`src/rtl/az_pkg.sv`:
```
package az_pkg;

  typedef enum logic [1:0] {
    TRIG_COUNT  = 2'b00,
    TRIG_JITTER = 2'b01,
    TRIG_LOW    = 2'b10,
    TRIG_HIGH   = 2'b11
  } trigModeT;

  // Strobes from control to datapath
  typedef struct packed {
    logic cntClr;
    logic cntInc;
    logic lfsrStep;
  } azStrobeT;

  localparam logic [1:0] OFS_MINUS = 2'b00;
  localparam logic [1:0] OFS_PLUS  = 2'b10;

endpackage

```
`src/rtl/az_trig_ctrl.sv`:
```
module az_trig_ctrl
  import az_pkg::*;
#(
  parameter int CNT_W = 4,
  localparam int CW = CNT_W + 1
) (
  input  logic             clk,
  input  logic             rstN,
  input  logic             rxModeEn,
  input  logic [1:0]       trigModeIn,
  input  logic [1:0]       relDelayIn,
  input  logic [CNT_W-1:0] edgeCount,
  input  logic             edgeSeen,
  input  logic             syncData,
  input  logic [CW-1:0]    edgeCnt,
  input  logic [1:0]       lfsrLow,
  output azStrobeT         strobes,
  output logic [1:0]       relCode,
  output logic             azReq
);

  trigModeT trigReg;
  logic [CW-1:0] base;
  logic [CW-1:0] target;
  logic levelOk;
  logic fire;

  always_ff @(posedge clk or negedge rstN) begin
    if (!rstN) begin
      trigReg <= TRIG_COUNT;
      relCode <= 2'b00;
    end else begin
      trigReg <= trigModeT'(trigModeIn);
      relCode <= relDelayIn;
    end
  end

  always_comb begin
    base = (edgeCount == '0) ? CW'(1) : {1'b0, edgeCount};
    target = base;
    if (trigReg == TRIG_JITTER) begin
      case (lfsrLow)
        OFS_MINUS: target = (base > CW'(1)) ? base - CW'(1) : CW'(1);
        OFS_PLUS:  target = base + CW'(1);
        default:   target = base;
      endcase
    end
  end

  always_comb begin
    case (trigReg)
      TRIG_LOW:  levelOk = !syncData;
      TRIG_HIGH: levelOk = syncData;
      default:   levelOk = 1'b1;
    endcase
  end

  assign fire = rxModeEn && (edgeCnt >= target) && levelOk;

  always_comb begin
    strobes.cntClr   = !rxModeEn || fire;
    strobes.cntInc   = rxModeEn && edgeSeen;
    strobes.lfsrStep = fire;
  end

  always_ff @(posedge clk or negedge rstN) begin
    if (!rstN) azReq <= 1'b0;
    else       azReq <= fire;
  end

  // request never lasts two cycles
  p_req_single_r8: assert property (@(posedge clk) disable iff (!rstN)
    azReq |=> !azReq);

  // a request only follows a cycle in receive mode
  p_req_rx_r2: assert property (@(posedge clk) disable iff (!rstN)
    azReq |-> $past(rxModeEn));

  // a low-level-gated request only when the data was low
  p_level_low_r6: assert property (@(posedge clk) disable iff (!rstN)
    (azReq && $past(trigReg) == TRIG_LOW) |-> !$past(syncData));

  // a high-level-gated request only when the data was high
  p_level_high_r7: assert property (@(posedge clk) disable iff (!rstN)
    (azReq && $past(trigReg) == TRIG_HIGH) |-> $past(syncData));

endmodule

```
`src/rtl/az_datapath.sv`:
```
module az_datapath
  import az_pkg::*;
#(
  parameter int CNT_W = 4,
  parameter logic [15:0] LFSR_SEED = 16'hACE1,
  localparam int CW = CNT_W + 1,
  localparam int HOLD_W = 2
) (
  input  logic          clk,
  input  logic          rstN,
  input  logic          dataIn,
  input  logic          tickEn,
  input  logic          azEnIn,
  input  azStrobeT      strobes,
  input  logic [1:0]    relCode,
  output logic          edgeSeen,
  output logic          syncData,
  output logic [CW-1:0] edgeCnt,
  output logic [1:0]    lfsrLow,
  output logic          azCtrlOut
);

  localparam logic [15:0] LFSR_TAPS = 16'hB400;
  localparam logic [CW-1:0] CNT_MAX = '1;

  logic syncMeta;
  logic prevData;
  logic [15:0] lfsr;
  logic prevAzEn;
  logic fallNow;
  logic [HOLD_W-1:0] holdCnt;

  // Synchronizer and edge detect
  always_ff @(posedge clk or negedge rstN) begin
    if (!rstN) begin
      syncMeta <= 1'b0;
      syncData <= 1'b0;
      prevData <= 1'b0;
    end else begin
      syncMeta <= dataIn;
      syncData <= syncMeta;
      prevData <= syncData;
    end
  end

  assign edgeSeen = syncData ^ prevData;

  // Edge counter, clear wins over increment, saturates
  always_ff @(posedge clk or negedge rstN) begin
    if (!rstN)                   edgeCnt <= '0;
    else if (strobes.cntClr)     edgeCnt <= '0;
    else if (strobes.cntInc && edgeCnt != CNT_MAX)
                                 edgeCnt <= edgeCnt + CW'(1);
  end

  // Galois LFSR for the jitter offset
  always_ff @(posedge clk or negedge rstN) begin
    if (!rstN) lfsr <= LFSR_SEED;
    else if (strobes.lfsrStep)
      lfsr <= (lfsr >> 1) ^ (lfsr[0] ? LFSR_TAPS : 16'h0000);
  end

  assign lfsrLow = lfsr[1:0];

  // Release delay path
  assign fallNow = prevAzEn && !azEnIn;

  always_ff @(posedge clk or negedge rstN) begin
    if (!rstN) begin
      prevAzEn <= 1'b0;
      holdCnt  <= '0;
    end else begin
      prevAzEn <= azEnIn;
      if (azEnIn)
        holdCnt <= '0;
      else if (fallNow && relCode[1])
        holdCnt <= relCode[0] ? HOLD_W'(3) : HOLD_W'(1);
      else if (tickEn && holdCnt != '0)
        holdCnt <= holdCnt - HOLD_W'(1);
    end
  end

  assign azCtrlOut = azEnIn || (holdCnt != '0) || (fallNow && relCode[1]);

  // a clear strobe leaves the counter at zero
  p_cnt_clear_r2: assert property (@(posedge clk) disable iff (!rstN)
    strobes.cntClr |=> edgeCnt == '0);

  // the control line is high whenever the enable is high
  p_rise_pass_r12: assert property (@(posedge clk) disable iff (!rstN)
    azEnIn |-> azCtrlOut);

  // undelayed codes release together with the enable
  p_nodelay_r10: assert property (@(posedge clk) disable iff (!rstN)
    (!azEnIn && $past(azEnIn) && !relCode[1]) |-> !azCtrlOut);

  // the LFSR never locks up in the all-zero state
  p_lfsr_live_r5: assert property (@(posedge clk) disable iff (!rstN)
    lfsr != 16'h0000);

endmodule

```
`src/rtl/az_trigger_ctrl.sv`:
```
module az_trigger_ctrl
  import az_pkg::*;
#(
  parameter int CNT_W = 4,
  parameter logic [15:0] LFSR_SEED = 16'hACE1,
  localparam int CW = CNT_W + 1
) (
  input  logic             clk,
  input  logic             rstN,
  input  logic             rxModeEn,
  input  logic             dataIn,
  input  logic             tickEn,
  input  logic [CNT_W-1:0] edgeCount,
  input  logic [1:0]       trigMode,
  input  logic [1:0]       relDelay,
  input  logic             azEnIn,
  output logic             azReq,
  output logic             azCtrlOut
);

  azStrobeT strobes;
  logic [1:0] relCode;
  logic edgeSeen;
  logic syncData;
  logic [CW-1:0] edgeCnt;
  logic [1:0] lfsrLow;

  az_trig_ctrl #(.CNT_W(CNT_W)) ctrl_i (
    .clk(clk), .rstN(rstN), .rxModeEn(rxModeEn),
    .trigModeIn(trigMode), .relDelayIn(relDelay), .edgeCount(edgeCount),
    .edgeSeen(edgeSeen), .syncData(syncData), .edgeCnt(edgeCnt),
    .lfsrLow(lfsrLow), .strobes(strobes), .relCode(relCode), .azReq(azReq)
  );

  az_datapath #(.CNT_W(CNT_W), .LFSR_SEED(LFSR_SEED)) dp_i (
    .clk(clk), .rstN(rstN), .dataIn(dataIn), .tickEn(tickEn),
    .azEnIn(azEnIn), .strobes(strobes), .relCode(relCode),
    .edgeSeen(edgeSeen), .syncData(syncData), .edgeCnt(edgeCnt),
    .lfsrLow(lfsrLow), .azCtrlOut(azCtrlOut)
  );

endmodule

```
`config.mk`:
```
export PLATFORM = sky130hd
export DESIGN_NAME = az_trigger_ctrl
export DESIGN_NICKNAME = d
export VERILOG_FILES = /design/src/rtl/az_pkg.sv /design/src/rtl/az_trig_ctrl.sv /design/src/rtl/az_datapath.sv /design/src/rtl/az_trigger_ctrl.sv
export SDC_FILE = /design/constraint.sdc
export NUM_CORES = 1
export LEC_CHECK = 0
export ABC_AREA = 1
export BUFFER_PORTS_ARGS = -buffer_cell sky130_fd_sc_hd__buf_4
export CORE_MARGIN = 2
export CORE_UTILIZATION = 50
export DETAILED_ROUTE_END_ITERATION = 16
export PLACE_DENSITY = 0.69
export SYNTH_ARGS = -nofsm -noshare
export SYNTH_HDL_FRONTEND = slang
export SYNTH_SLANG_ARGS = --single-unit
```
`constraint.sdc`:
```
create_clock -name clk -period 2.9 [get_ports clk]
set_input_delay 0.435 -clock clk [delete_from_list [all_inputs] [get_ports clk]]
set_output_delay 0.435 -clock clk [all_outputs]
set_load 0.005 [all_outputs]
```
==> summary.txt, run 1 <==
Pwr
  • Pleak: approximately 1.1 nW
  • Reg power frac: 0.557
  • Pwr dens: 434.5 nW/um2
  • Switching Power: 234.2 uW
  • Combinational cell fraction of total power: 0.176
  • Power Internal: a little over 600 uW
  • Clk pwr share: 0.267
  • Peak VDD IR: between 0.0002 and 0.0003 V
  • Sw Share: 0.2763

Setup path
  • CP max stage delay: 300 ps
  • Required time worst endpoint: ~3100 ps
  • Crit start category: input pin
  • Reg2reg start: ctrl_i.trigReg[1]
  • Critical path class: input pin to flip-flop
  • Crit-path cells: buf_4, nor2_1, a21oi_2, ha_1, xor2_1, nand2_1, nand2_1, nand2_1, nand2_1, o21ai_0, ha_1, nand2_1, inv_1, nand2_1, nand2_1, nand2_2, nand2_4, nand2_8, nand2_2, nor2_1
  • Critical R2R Capture: dp_i.edgeCnt[4]
  • Crit Path Max Fanout: 18
  • Critical path launch point: edgeCount[2]
  • Crit-path slowest cell: ha_1
  • Reg2reg setup slack: roughly 550 ps
  • CP Data Arrival Time: 2590 ps
  • CP endpoint kind: flip-flop
  • R2R depth: 9
  • Cell mode on critical path: nand2_1

Logic synthesis
  • Total number of yosys warnings: 0
  • EDFF count, synth: 0
  • Post-Synthesis Cell Area: between 1500 and 2000 um2
  • Syn_area_per_cell: 8.419 um2
  • Synth area leaders: dfrtp_1, nand2_1, dfstp_2
  • Async set-reset flop share out of synthesis: 1.000
  • Biggest area consumer among synthesized cells: dfrtp_1
  • Netlist cell types: 26
  • Yosys top cell area share: 0.3397
  • Synth Flop Type: dfrtp_1
  • Sequential area share after synthesis: 0.4586
  • Syn_nets: 234
  • FF+latch count, synth: 32
  • Cells after synthesis: between 200 and 250

Floorplanning
  • Starting Density: 0.5257
  • Core area: between 3000 and 4000 um2
  • # rows: 21
  • Chip Width: 63.47 um
  • Chip height: between 60 and 70 um
  • Die Area: just over 4000 um2
  • Boundary Pins: 16

Placement
  • Buffers on Ports: 15
  • Hpwl dp: 2.057 mm
  • GPL Wtd Cong: ~0.81

Timing
  • Min Tclk post-route: between 2000 and 2500 ps
  • Final Hold Fails: 0
  • Least-Margin Pin Slew: ~380 ps
  • Worst-case clock skew: 15.96 ps
  • Setup_tns: 0 ps
  • Fin. max-slew vios: 0
  • Final period utilization: 0.8162
  • Final hold slack: ~24 ps
  • Max frequency: roughly 420 MHz
  • Relative max-transition margin: 0.7480
  • RSZ-0062 raised after global routing: false
  • Endpoints failing setup: 0

Final layout
  • Util after Layout: 0.5800
  • Diode count: 0
  • Layout area overhead: 10.33%
  • Fill cell count: between 300 and 400
  • Proportion of layout cells with a drive suffix above 1: 0.2227
  • Final #Nets: ~250

Route
  • Vias: between 1000 and 1500
  • TritonRoute pass-1 iters: 4
  • Via density: approximately 4.8
  • Detailed-route DRC error count: 0
  • Drt first-iter violations: 54
  • Final wirelength: 2.831 mm
  • WL/cell: 10.29 um
  • Final ANT Viol Nets: 0

CTS
  • CTS root buf: clkbuf_4
  • CTS tree: built
  • Hold_buf cts: 0
  • CTS max path bufs: 2
  • CTS Buf Count: 5
  • Clock transition at path regs: around 100 ps
  • CTS H-tree lvls: 2
  • Clk Latency, worst-skew pair: 320 ps
  • Post-CTS setup buffers: 0
  • Clk sinks: 32
  • Cts repair resizes: 0

Global routing
  • Grt total ovfl: 0
  • Vias in the first global route: about 1200
  • Tot GR Track Use: 0.1623
  • Pin count of the biggest net entering global routing: 33
  • First-pass GRT wire length: between 5 and 6 mm
  • Initial antenna violation count: 0

Status
  • Run status: completed

Flow run
  • Max-cap violations: 0

Hold path
  • Hold WC Path Type: input pin to asynchronous set/reset pin
power by group through the flow:
stage | combinational, mW | sequential, mW | clock, mW
2_1_floorplan | 0.106 | 0.479 | 0
3_3_place_gp | 0.145 | 0.480 | 0
3_5_place_dp | 0.150 | 0.481 | 0
4_1_cts | 0.151 | 0.473 | 0.237
5_1_grt | 0.171 | 0.475 | 0.266
6_report | 0.149 | 0.472 | 0.226
cells in the final DEF (no fill, tap or decap):
master | netlist | routed
clkbuf_4 | 0 | 5
a21oi_2 | 1 | 1
o21ai_0 | 7 | 7
nand3_1 | 23 | 23
nor3_1 | 1 | 1
buf_4 | 3 | 15
nand2_2 | 12 | 12
a21boi_1 | 1 | 1
xor2_1 | 6 | 6
o22ai_1 | 2 | 2
inv_2 | 1 | 1
nor2_1 | 13 | 13
dfstp_2 | 8 | 8
inv_1 | 25 | 25
inv_4 | 1 | 1
ha_1 | 10 | 10
nand3_2 | 1 | 1
nand2_4 | 1 | 1
nor3_4 | 1 | 1
clkbuf_1 | 0 | 2
nand2_1 | 59 | 59
or2_2 | 2 | 2
nand3b_2 | 1 | 1
nand2_8 | 1 | 1
dfrtp_1 | 24 | 24
o211ai_1 | 1 | 1
a21oi_1 | 4 | 4
clkinv_2 | 0 | 1
metal layers:
layer / part of all wire / up-vias / track usage
met3: 0.034 / 5 / 0.04464
met5: 0 / - / 0
met2: 0.46 / 19 / 0.2487
met4: 0.014 / 0 / 0.07337
li1: - / 694 / -
met1: 0.50 / 596 / 0.2148
layout make-up:
| class | count | area [um2] | area share |
|---|---|---|---|
| Sequential cell | 32 | 810.8 | 0.4157 |
| Multi-Input combinational cell | 147 | 815.8 | 0.4182 |
| Tap cell | 46 | 57.56 | 0.02951 |
| Timing Repair Buffer | 15 | 112.6 | 0.05773 |
| Clock buffer | 7 | 45.04 | 0.02309 |
| Inverter | 27 | 103.9 | 0.05324 |
| Clock inverter | 1 | 5.005 | 0.002566 |
registers in the layout (all words and copies together) (netlist names):
name            cells
ctrl_i.trigReg      2
ctrl_i.azReq        1
dp_i.edgeCnt        5
ctrl_i.relCode      2
dp_i.lfsr          16
dp_i.syncData       1
dp_i.prevData       1
dp_i.prevAzEn       1
dp_i.syncMeta       1
dp_i.holdCnt        2
worst max-delay path: cells and delay by family:
kind / cells / cell delay (ps)
buffers and inverters: 2 / 190
AO/OA/AOI/OAI: 2 / 180
XOR/XNOR: 1 / 150
adder cells (fa/ha/maj): 2 / 500
AND/OR/NAND/NOR: 13 / 1130
cell families after synthesis:
kind of cell               after synthesis  share of synthesized area
xor gates and xnor gates                 6                    0.02972
AOI/OAI and AO/OA                       16                    0.05166
DFF                                     32                     0.4586
and+or+nand+nor                        115                     0.3093
adders and majority gates               10                    0.07077
buffers and inverters                   31                    0.07997
metrics by stage:
step / power (mW) / std cells / setup slack [ps] / instance area (um2)
CTS: 0.8603 / 275 / 527.7 / 1951
global placement: 0.6256 / 267 / 283.8 / 1901
finish: 0.8475 / 275 / 533.0 / 1951
global route: 0.9117 / 275 / 354.5 / 1951
floorplan: 0.5843 / 210 / 598.4 / 1768
detailed placement: 0.6306 / 267 / 194.1 / 1901
worst max path at each step:
| stage | depth (start not counted) | end | slack [ps] |
|---|---|---|---|
| 6_report | 20 | dp_i.edgeCnt[4] | 530 |
| 5_1_grt | 9 | dp_i.edgeCnt[3] | 350 |
| 4_1_cts | 9 | dp_i.edgeCnt[1] | 530 |
| 3_5_place_dp | 20 | dp_i.edgeCnt[1] | 190 |
| 3_3_place_gp | 20 | dp_i.edgeCnt[1] | 280 |
| 2_1_floorplan | 20 | dp_i.lfsr[1] | 600 |
cell usage after synthesis (2+ instances only):
library cell  number
a21oi_1            4
buf_4              3
dfrtp_1           24
dfstp_2            8
ha_1              10
inv_1             25
nand2_1           59
nand2_2           12
nand3_1           23
nor2_1            13
o21ai_0            7
o22ai_1            2
or2_2              2
xor2_1             6
No activity file was read; power rests on OpenSTA's default activity.
==> run 2: changes to the inputs <==
PLACE_DENSITY = 0.72   (was 0.69)
clock period = 2.05 ns   (was 2.9 ns; I/O delays follow)
==> run 2 against run 1 <==
Combinational power is 72% higher. Setup slack worse by 490 ps. Utilization is 6.0 points higher. Critical endpoint is now dp_i.lfsr[8].
==> summary.txt, run 2 (synthesized netlist as in run 1, its figures left out) <==
Floorplanning
  • Starting Density: 0.5257 (unchanged)
  • # rows: 21 (unchanged)
  • Chip Width: 63.47 um (unchanged)
  • Boundary Pins: 16 (unchanged)
  • Chip height: 63.47 um (unchanged)
  • Die Area: 4028 um2 (unchanged)
  • Core area: 3363 um2 (unchanged)

Timing
  • RSZ-0062 raised after global routing: true
  • Final hold slack: 88.88 ps (+64.83 ps)
  • Endpoints failing setup: 0 (unchanged)
  • Relative max-transition margin: 0.7474 (about the same)
  • Min Tclk post-route: 2006 ps
  • Final Hold Fails: 0 (unchanged)
  • Least-Margin Pin Slew: 378.9 ps (+0.9856 ps)
  • Worst-case clock skew: 6.747 ps (-9.209 ps)
  • Max frequency: ~500 MHz
  • Final period utilization: 0.9784
  • Fin. max-slew vios: 0 (unchanged)
  • Setup_tns: 0 ps (unchanged)

Final layout
  • Most frequent cells in the layout: nand2_1, buf_4, inv_1
  • Top reg by flops: dp_i.lfsr
  • Layout area overhead: 21.73%
  • Max reg flops: 16 (unchanged)
  • Largest regs: dp_i.lfsr: 16 flops, dp_i.edgeCnt: 5 flops
  • Diode count: 0 (unchanged)
  • Fill cell count: 310 (-3.7%)
  • Proportion of layout cells with a drive suffix above 1: 0.3171 (+0.09437)
  • Commonest non-fill, non-tap cell in the layout: nand2_1
  • Design area: 2152 um2 (+10%)
  • Final #Nets: 269 (+6.7%)
  • Util after Layout: 0.6399 (+0.05990)

Hold path
  • Hold depth: 1
  • Hold endpoint: ctrl_i.relCode[1]
  • Hold WC Path Type: input pin to flip-flop
  • Hold_sp: relDelay[1]

CTS
  • CTS root buf: clkbuf_4
  • Clk Latency, worst-skew pair: 320 ps (about the same)
  • Clock transition at path regs: 90 ps (about the same)
  • CTS Buf Count: 5 (unchanged)
  • CTS tree: built
  • CTS max path bufs: 2 (unchanged)
  • CTS H-tree lvls: 2 (unchanged)
  • Post-CTS setup buffers: 0 (unchanged)
  • Clk sinks: 32 (unchanged)

Placement
  • Area after DPL: 2027 um2 (+6.6%)
  • Hpwl dp: 2.250 mm (+9.4%)
  • Buffers on Ports: 15 (unchanged)
  • GPL Wtd Cong: 0.8366 (+2.9%)

Global routing
  • Vias in the first global route: 1341 (+15%)
  • Tot GR Track Use: 0.1770 (+0.01466)
  • Grt total ovfl: 0 (unchanged)
  • Initial antenna violation count: 0 (unchanged)
  • Pin count of the biggest net entering global routing: 33 (unchanged)
  • First-pass GRT wire length: 5.547 mm (+9.8%)

Pwr
  • Peak VDD IR: 0.0003977 V (+56%)
  • Pleak: 1.149 nW (+9.4%)
  • Pwr dens: 596.1 nW/um2 (+37%)
  • Pwr Total: 1.283 mW (+51%)

Setup path
  • Required time worst endpoint: 2260 ps (-860 ps)
  • Critical R2R Capture: dp_i.lfsr[8]
  • Reg2reg start: dp_i.lfsr[0]
  • Crit Path Max Fanout: 7 (-11)
  • R2R depth: 14 (+5)
  • CP Data Arrival Time: 2220 ps (-370 ps)
  • Reg2reg setup slack: 40 ps (-510 ps)
  • Critical path class: flip-flop to flip-flop
  • CP endpoint kind: flip-flop
  • Crit start category: flip-flop

Route
  • Final wirelength: 3.086 mm (+9.0%)
  • Drt first-iter violations: 42 (-22%)
  • Final ANT Viol Nets: 0 (unchanged)
  • WL/cell: 10.57 um (+2.7%)
  • Vias: 1387 (+5.6%)
  • Via density: 4.750 (-0.59%)
  • TritonRoute pass-1 iters: 4 (unchanged)
  • Detailed-route DRC error count: 0 (unchanged)

Flow run
  • Max-cap violations: 0 (unchanged)

Status
  • Run status: completed
## run 2: cell count changes in the layout (fill, tap and decap cells not counted), moves of 2 or more
cell     change
nor2_2       +5
nor2_1       -6
buf_4       +13
o21ai_0      -2
buf_6        +2
o21ai_1      +2
## run 2: report_power, final
part	switching [mW]	internal, mW	total, mW
Combinational	0.148	0.107	0.256
Clock	0.191	0.169	0.360
Sequential	0.0125	0.655	0.668
Total	0.351	0.931	1.28
## run 2: layout make-up
| type | instances | area (um2) | share of cell area |
|---|---|---|---|
| multi-input combinational | 148 | 877.1 | 0.4076 |
| sequential | 32 | 812.0 | 0.3773 |
| timing repair buffer | 31 | 242.7 | 0.1128 |
| inverter | 27 | 103.9 | 0.04826 |
| clock buffer | 8 | 58.81 | 0.02733 |
| tap | 46 | 57.56 | 0.02674 |
## run 2: metrics by stage
stage               std cells  setup slack [ps]
finish                    292             44.30
global route              292            -88.98
CTS                       292             7.223
detailed placement        282            -304.7
global placement          282            -225.7
floorplan                 210            -32.79
## run 2: worst max path at each step
stage,startpoint,to,slack [ps],depth (start not counted)
finish,dp_i.lfsr[0],dp_i.lfsr[8],40,14
global route,dp_i.lfsr[0],dp_i.lfsr[3],-90,11
CTS,ctrl_i.trigReg[1],dp_i.lfsr[8],7,14
detailed placement,edgeCount[3],dp_i.edgeCnt[3],-300,19
global placement,edgeCount[3],dp_i.edgeCnt[4],-230,18
floorplan,edgeCount[3],dp_i.lfsr[1],-30,20
## run 2: repair_timing
| action | in CTS | in global routing |
|---|---|---|
| cloned | 1 | 0 |
| hold buffers | 1 | 0 |
| resized for setup | 3 | 10 |
| pin swaps | 2 | 5 |
| endpoints found under the setup margin | 12 | 22 |
| endpoints found under the hold margin | 24 | 0 |
## run 2: routing by layer
metal | up-vias | wire (um) | GRT usage
li1 | 733 | - | -
met2 | 22 | 1499 | 0.2882
met5 | - | 0 | 0
met3 | 9 | 116 | 0.05000
met4 | 0 | 56 | 0.06793
met1 | 623 | 1413 | 0.2231
## run 2: worst max-delay path, cell delays in order (launching register included)
cell and delay [ps]:
dfstp_2 610, nor2_2 70, nand2_1 90, o22ai_1 80, a21oi_1 140, ha_1 240
nand2_1 60, inv_1 40, nand2_1 40, nand2_1 50, nand2_2 80, nand2_4 100
buf_6 150, nand3_1 70, nand2_1 60
